File: src/rtl/bdp_pkg.sv
package bdp_pkg;

  typedef struct packed {
    logic pred_tkn;   // direction guess, 1 = taken
    logic miss_last;  // 1 = last guess from this entry was wrong
  } bdp_ent_t;

  localparam bdp_ent_t BDP_RESET = '{pred_tkn: 1'b0, miss_last: 1'b0};

  // Two wrong outcomes in a row are needed to invert the guess.
  function automatic bdp_ent_t bdp_next(input bdp_ent_t cur, input logic taken);
    bdp_ent_t nxt;
    if (cur.pred_tkn == taken) begin
      nxt = '{pred_tkn: cur.pred_tkn, miss_last: 1'b0};
    end else if (!cur.miss_last) begin
      nxt = '{pred_tkn: cur.pred_tkn, miss_last: 1'b1};
    end else begin
      nxt = '{pred_tkn: ~cur.pred_tkn, miss_last: 1'b0};
    end
    return nxt;
  endfunction

endpackage

File: src/rtl/bdp_rst_sync.sv
module bdp_rst_sync (
  input  logic clk,
  input  logic rst_n_in,
  output logic rst_n_out
);

  logic [1:0] sync_q;
  logic [1:0] sync_d;

  always_comb begin
    sync_d = {sync_q[0], 1'b1};
  end

  always_ff @(posedge clk or negedge rst_n_in) begin
    if (!rst_n_in) begin
      sync_q <= 2'b00;
    end else begin
      sync_q <= sync_d;
    end
  end

  assign rst_n_out = sync_q[1];

endmodule

File: src/rtl/bdp_history.sv
module bdp_history #(
  parameter int HIST_W = 2
) (
  input  logic              clk,
  input  logic              rst_n,
  input  logic              shift_en,
  input  logic              bit_in,
  output logic [HIST_W-1:0] hist_o
);

  logic [HIST_W:0]   cat;
  logic [HIST_W-1:0] hist_d;
  logic [HIST_W-1:0] hist_q;

  // Newest outcome enters bit 0; the oldest bit drops off the top.
  always_comb begin
    cat    = {hist_q, bit_in};
    hist_d = cat[HIST_W-1:0];
  end

  always_ff @(posedge clk or negedge rst_n) begin
    if (!rst_n) begin
      hist_q <= '0;
    end else if (shift_en) begin
      hist_q <= hist_d;
    end
  end

  assign hist_o = hist_q;

endmodule

File: src/rtl/bdp_index.sv
module bdp_index #(
  parameter int IDX_W = 6,
  parameter int SET_W = 2,
  localparam int HW   = (SET_W > 0) ? SET_W : 1,
  localparam int TI_W = IDX_W + SET_W
) (
  input  logic [IDX_W-1:0] pc_bits,
  input  logic [HW-1:0]    hist,
  output logic [TI_W-1:0]  idx
);

  generate
    if (SET_W > 0) begin : g_banked
      assign idx = {hist, pc_bits};
    end else begin : g_flat
      logic unused_hist;
      assign unused_hist = ^hist;
      assign idx = pc_bits;
    end
  endgenerate

endmodule

File: src/rtl/bdp_table.sv
module bdp_table
  import bdp_pkg::*;
#(
  parameter int  TI_W = 8,
  localparam int N    = 1 << TI_W
) (
  input  logic            clk,
  input  logic            rst_n,
  input  logic [TI_W-1:0] rd_idx,
  output bdp_ent_t        rd_ent,
  input  logic            wr_en,
  input  logic [TI_W-1:0] wr_idx,
  input  logic            wr_taken,
  output bdp_ent_t        wr_cur,
  output logic [2*N-1:0]  ent_flat
);

  generate
    for (genvar i = 0; i < N; i++) begin : g_ent
      bdp_ent_t ent_q;
      bdp_ent_t ent_d;
      logic     ent_en;

      always_comb begin
        ent_en = wr_en && (wr_idx == TI_W'(i));
        ent_d  = bdp_next(ent_q, wr_taken);
      end

      always_ff @(posedge clk or negedge rst_n) begin
        if (!rst_n) begin
          ent_q <= BDP_RESET;
        end else if (ent_en) begin
          ent_q <= ent_d;
        end
      end

      assign ent_flat[2*i +: 2] = ent_q;
    end
  endgenerate

  // Reads see the registered array, so a same-cycle write is not visible.
  assign rd_ent = bdp_ent_t'(ent_flat[{rd_idx, 1'b0} +: 2]);
  assign wr_cur = bdp_ent_t'(ent_flat[{wr_idx, 1'b0} +: 2]);

endmodule

File: src/rtl/bdir_predictor.sv
module bdir_predictor
  import bdp_pkg::*;
#(
  parameter int PC_W  = 32,
  parameter int OFS_W = 2,
  parameter int IDX_W = 6,
  parameter int SET_W = 2
) (
  input  logic            clk,
  input  logic            rst_n,
  input  logic [PC_W-1:0] lk_pc,
  output logic            lk_taken,
  output logic [1:0]      lk_state,
  input  logic            upd_valid,
  input  logic [PC_W-1:0] upd_pc,
  input  logic            upd_taken
);

  localparam int HW   = (SET_W > 0) ? SET_W : 1;
  localparam int TI_W = IDX_W + SET_W;
  localparam int N    = 1 << TI_W;

  logic            rst_q;
  logic [HW-1:0]   ghist;
  logic [TI_W-1:0] lk_idx;
  logic [TI_W-1:0] upd_idx;
  bdp_ent_t        lk_ent;
  bdp_ent_t        upd_cur;
  logic [2*N-1:0]  ent_flat;

  bdp_rst_sync u_rst (
    .clk       (clk),
    .rst_n_in  (rst_n),
    .rst_n_out (rst_q)
  );

  generate
    if (SET_W > 0) begin : g_hist
      bdp_history #(.HIST_W(SET_W)) u_hist (
        .clk      (clk),
        .rst_n    (rst_q),
        .shift_en (upd_valid),
        .bit_in   (upd_taken),
        .hist_o   (ghist)
      );
    end else begin : g_nohist
      assign ghist = '0;
    end
  endgenerate

  bdp_index #(.IDX_W(IDX_W), .SET_W(SET_W)) u_lk_idx (
    .pc_bits (lk_pc[OFS_W +: IDX_W]),
    .hist    (ghist),
    .idx     (lk_idx)
  );

  bdp_index #(.IDX_W(IDX_W), .SET_W(SET_W)) u_upd_idx (
    .pc_bits (upd_pc[OFS_W +: IDX_W]),
    .hist    (ghist),
    .idx     (upd_idx)
  );

  bdp_table #(.TI_W(TI_W)) u_tab (
    .clk      (clk),
    .rst_n    (rst_q),
    .rd_idx   (lk_idx),
    .rd_ent   (lk_ent),
    .wr_en    (upd_valid),
    .wr_idx   (upd_idx),
    .wr_taken (upd_taken),
    .wr_cur   (upd_cur),
    .ent_flat (ent_flat)
  );

  assign lk_taken = lk_ent.pred_tkn;
  assign lk_state = {lk_ent.pred_tkn, lk_ent.miss_last};

endmodule

File: config.mk
export PLATFORM = sky130hd
export DESIGN_NAME = bdir_predictor
export DESIGN_NICKNAME = d
export VERILOG_FILES = /design/src/rtl/bdp_pkg.sv /design/src/rtl/bdp_rst_sync.sv /design/src/rtl/bdp_history.sv /design/src/rtl/bdp_index.sv /design/src/rtl/bdp_table.sv /design/src/rtl/bdir_predictor.sv
export SDC_FILE = /design/constraint.sdc
export NUM_CORES = 1
export LEC_CHECK = 0
export BUFFER_PORTS_ARGS = -buffer_cell sky130_fd_sc_hd__buf_2
export CAP_MARGIN = 20
export CORE_ASPECT_RATIO = 1.25
export CORE_MARGIN = 2
export CORE_UTILIZATION = 56
export DETAILED_ROUTE_END_ITERATION = 8
export PLACE_DENSITY = 0.73
export SLEW_MARGIN = 40
export SYNTH_ARGS = -nofsm -noshare
export SYNTH_HDL_FRONTEND = slang
export SYNTH_SLANG_ARGS = --single-unit
File: constraint.sdc
create_clock -name clk -period 19.1 [get_ports clk]
set_input_delay 2.865 -clock clk [delete_from_list [all_inputs] [get_ports clk]]
set_output_delay 2.865 -clock clk [all_outputs]
set_load 0.05 [all_outputs]
After elaboration in Yosys (flattened, before gate mapping)
Cells that the tools add are included.

storage, ports and cells
  logic and storage cells = 2,563
  output and inout bits = 3
  flip-flop bits (word level) = 516
  input bits = 68

cells by class
  bitwise logic cells = 512
  shift operators = 1
  multiplexer cells = 512
  reduce and logical (&&, ||, !) cells = 513
  equal/unequal tests = 511

operator list
  kind                                                              number
  8-bit == test (second input constant)                             128
  3-bit AND reduction                                               256
  8-bit by 7-bit == test with 1-bit output (second input constant)  64
  1-bit two-way mux                                                 512
  1-bit NOT                                                         512
  512-bit by 10-bit indexed part select with 2-bit output           1
  1-bit == test                                                     256
  8-bit by 6-bit == test with 1-bit output (second input constant)  32
  1-bit logical AND                                                 256
  8-bit by 5-bit == test with 1-bit output (second input constant)  16
  8-bit by 4-bit == test with 1-bit output (second input constant)  8
  8-bit by 3-bit == test with 1-bit output (second input constant)  4
  8-bit by 2-bit == test with 1-bit output (second input constant)  2
  8-bit by 1-bit == test with 1-bit output (second input constant)  1
  8-bit logical NOT                                                 1

Depth between registers and ports, before layout
  word-level depth = 3
  mapped depth = 11

Hierarchy
A second synthesis with hierarchy kept.

second synthesis, totals
  cells, all modules = 3,040
  area total of the unflattened synthesis = 33,275.7 um^2

modules (own cells, without submodules)
  module          times used  area an instance (um^2)  cells each  sequential area each (um^2)
  bdp_table       1           33,021.7                 3,016       12,812.3
  bdp_index       2           60.1                     8           0.0
  bdp_history     1           72.6                     4           50.0
  bdp_rst_sync    1           53.8                     3           50.0
  bdir_predictor  1           7.5                      1           0.0

Worst setup path after synthesis
Ideal clock, no wire load.

  path type = input to output
  start point = in lk_pc[2]
  end point = out lk_state[1]
  required time = 16,235 ps
  cell stages on the path = 10
  arrival = 5,341 ps
  path slack = 10,894 ps
  cell sequence = buf_6 buf_6 buf_2 buf_2 mux4_2 a22oi_1 nand3_1 nand4_1 nand3_1 buf_4

on the way
  word-level cells in the longest chain between the ends = 1

RTL lines
  item                                                     RTL line              RTL
  start, declared                                          bdir_predictor.sv:11  input logic [PC_W-1:0] lk_pc,
  512-bit by 10-bit indexed part select with 2-bit output  bdp_table.sv:42       assign rd_ent = bdp_ent_t'(ent_flat[{rd_idx, 1'b0} +: 2]);
  end, declared                                            bdir_predictor.sv:13  output logic [1:0] lk_state,

Every way passes these cells.

Worst setup path in the final report
  start point = in lk_pc[2]
  end point = out lk_state[0]

Same word-level chain as after synthesis.

==> results.ini <==
[outcome]
status = finished, final reports clean

[clock_network]
cts_root_buf = clkbuf_16
cts_tree = done
postCtsHoldBufs = 0
cts_resized = 0
cts.sinks = 516
numCtsBuffers = 51
clockBufferDepth = 3
insertion_delay_ps = 620
htreeDepth = 2
clk_pin_slew_ps = 60
post_cts_buffers = 0

[routing]
wl_um = 79900
drtIter0Drc = 2099
firstDrtPassIters = 7
antenna_left = 0
avgViaCountPerCell = 6.73
vias = 22100
wl_per_cell_um = 24.3
drc = 0

[yosys]
syn_inst = 2682
synth_area_per_cell_um2 = 10.8
ys_top_cells_by_area = dfrtp_1, mux2_2, mux4_2
ys_warn_count = 0
synthArstFlopShare_pct = 100
synth_nets = 2750
synth_area_um2 = 29000
ys_types = 52
synth_top_area_cell = dfrtp_1
synth_edf_count = 0
synth.top_cell.area_share_pct = 44.6
yosysSeqAreaShare_pct = 44.6
synth-seq-cells = 516
synth_ff_type = dfrtp_1

[grt]
grt_pass1_wl_um = 126000
first_global_vias = 22600
antenna_found_initial = 2
grt_overflow = 0
grt_max_degree = 97
grt_use_total_pct = 29.9

[critical_path]
arrival_ps = 6830
critPathRequiredTime_ps = 16230
critical_path.max_fanout = 38
critPathLaunchType = input pin
crit_type = in2out
critPathCaptureType = output port

[floorplanning]
pin_count = 71
rows = 93
fp.dieW_um = 207
die_h_um = 258
dieArea_um2 = 53600
core_region_area_um2 = 51300
initial_utilization_pct = 56.5

[placement]
gp_congestion = 0.883
hpwl_um = 50300
io_buffers = 18
post-place-ws_ps = 9450

[hold_path]
hp-class = reg2async

[power]
leakagePower_uw = 0.0143
powerDensity_nw_per_um2 = 77.1
switching_power_uw = 630
clkPwrFrac_pct = 41.8
switching_share_pct = 26.1
ir_drop_mv = 0.0755
p_comb_share_pct = 9.8
seqPwrFrac_pct = 48.4
total_power_uw = 2410
p_int_uw = 1780

[sta]
worst_pin_slew_ps = 885
rsz0062_at_grt = false
hold_viol = 0
finalSetupTns_ps = 0
layout_min_cycle_time_ps = 9690
drv_slew = 0
fin_worst_skew_ps = 17.7
fin_ws_ps = 9410
maxSlewHeadroom_pct = 40.7
timing.hold.ws_ps = 253
fmax_ghz = 0.103
finalCritPeriodShare_pct = 50.7
finalSetupViolations = 0

[layout]
syn_to_final_growth_pct = 8.10
antenna_cells = 0
fin_nets = 2651
layout-drive-gt1-share_pct = 21.5

[flow_run]
cap_violations = 0

## through the flow
stage               std cells  utilization [%]  instance area [um^2]
finish                   3282             61.0                 31300
global route             3282             61.0                 31300
CTS                      3279             60.9                 31200
detailed placement       3192             57.7                 29600
global placement         3183             57.3                 29400
floorplan                2682                -                 29000
## final timing paths
check / end / start / slack, ps / cells past startpoint
setup / recovery: lk_state[0] / lk_pc[2] / 9410 / 9
hold / removal: u_tab.ent_flat[325] / u_rst.sync_q[1] / 250 / 0
setup reg to reg: u_tab.ent_flat[88] / g_hist.u_hist.hist_o[0] / 16020 / 6
hold reg to reg: u_tab.ent_flat[325] / u_rst.sync_q[1] / 250 / 0
max in group asynchronous: u_tab.ent_flat[263] / u_rst.sync_q[1] / 16810 / 3
min in group clk: u_rst.sync_q[1] / u_rst.sync_q[0] / 350 / 0
## critical path, stage by stage
cell and delay [ps]:
buf_6 400, buf_4 720, inv_4 330, nor2_1 580
a21oi_1 180, a221oi_1 590, nor3_1 160, or4_1 660
buf_2 260
## routing by layer
metal,wire [um],share of wire (%),GRT usage (%)
met1,30400,38,37.5
met2,38500,48,49.4
met3,6170,7.7,5.40
met4,4760,6.0,16.6
met5,21,0.026,0
## Yosys cell counts, drive strengths merged, types with 3 or more instances
library cell and number:
a211oi 8, a21o 104, a21oi 10, a221oi 7, a22oi 28, a31oi 3, and2 7, and3 9
buf 61, clkbuf 173, dfrtp 516, mux2 266, mux2i 33, mux4 113, nand2 288, nand2b 7
nand3 286, nand4 15, nor2 34, nor2b 15, nor3 115, o21ai 156, o221ai 10, or4 147
xnor2 252, xor2 4
## power groups by stage
| stage | Clock [uW] | Sequential (uW) | Combinational (uW) |
|---|---|---|---|
| 6_report | 1010 | 1170 | 237 |
| 5_1_grt | 1060 | 1170 | 255 |
| 4_1_cts | 1020 | 1170 | 232 |
| 3_5_place_dp | 0 | 1190 | 232 |
| 3_3_place_gp | 0 | 1180 | 220 |
| 2_1_floorplan | 0 | 1190 | 157 |
## cell type report
type | count | area (um^2)
fill | 3927 | 20000
sequential | 516 | 12900
clock inverter | 13 | 154
timing repair buffer | 82 | 800
tap | 665 | 832
multi-input combinational | 1931 | 15100
clock buffer | 74 | 1470
inverter | 1 | 6.26
## cells by family (layout without fill, tap and decap cells)
kind of cell	Yosys count	count (layout)	share of synthesized area [%]
and+or+nand+nor	932	932	16.4
DFF	516	516	44.6
muxes	412	412	20.4
AOI/OAI and AO/OA	330	330	7.19
xor gates and xnor gates	256	256	7.74
buffers and inverters	235	170	3.69
other	1	1	0.0129
## flip-flops by register name, indices dropped and copies added (netlist names)
register              flops
g_hist.u_hist.hist_o      2
u_tab.ent_flat          512
u_rst.sync_q              2
## layout by cell type (no fill, tap or decap), types with 4 or more instances in the layout
cell | netlist | routed
nand4_1 | 15 | 15
nand3_1 | 285 | 283
a221oi_1 | 7 | 7
mux2_2 | 266 | 266
buf_2 | 33 | 15
clkbuf_8 | 4 | 12
o221ai_1 | 10 | 10
nor2_1 | 33 | 21
nor3_2 | 0 | 8
clkbuf_16 | 0 | 52
nor2_2 | 1 | 7
nand2b_1 | 7 | 7
nand2_1 | 288 | 287
buf_4 | 5 | 45
mux2i_1 | 33 | 33
mux4_2 | 100 | 100
o21ai_0 | 156 | 156
a211oi_1 | 8 | 8
xnor2_1 | 252 | 252
a21o_1 | 104 | 104
dfrtp_1 | 516 | 515
nor3_1 | 115 | 106
and2_1 | 5 | 5
buf_16 | 0 | 5
nor2_4 | 0 | 6
nor2b_1 | 15 | 12
a22oi_1 | 28 | 28
xor2_1 | 4 | 4
buf_6 | 5 | 8
a21oi_1 | 10 | 10
mux4_1 | 13 | 13
clkbuf_1 | 167 | 12
and3_1 | 6 | 6
buf_8 | 1 | 4
clkinv_2 | 0 | 6
or4_1 | 147 | 147
(Power assumes the default switching activity.)
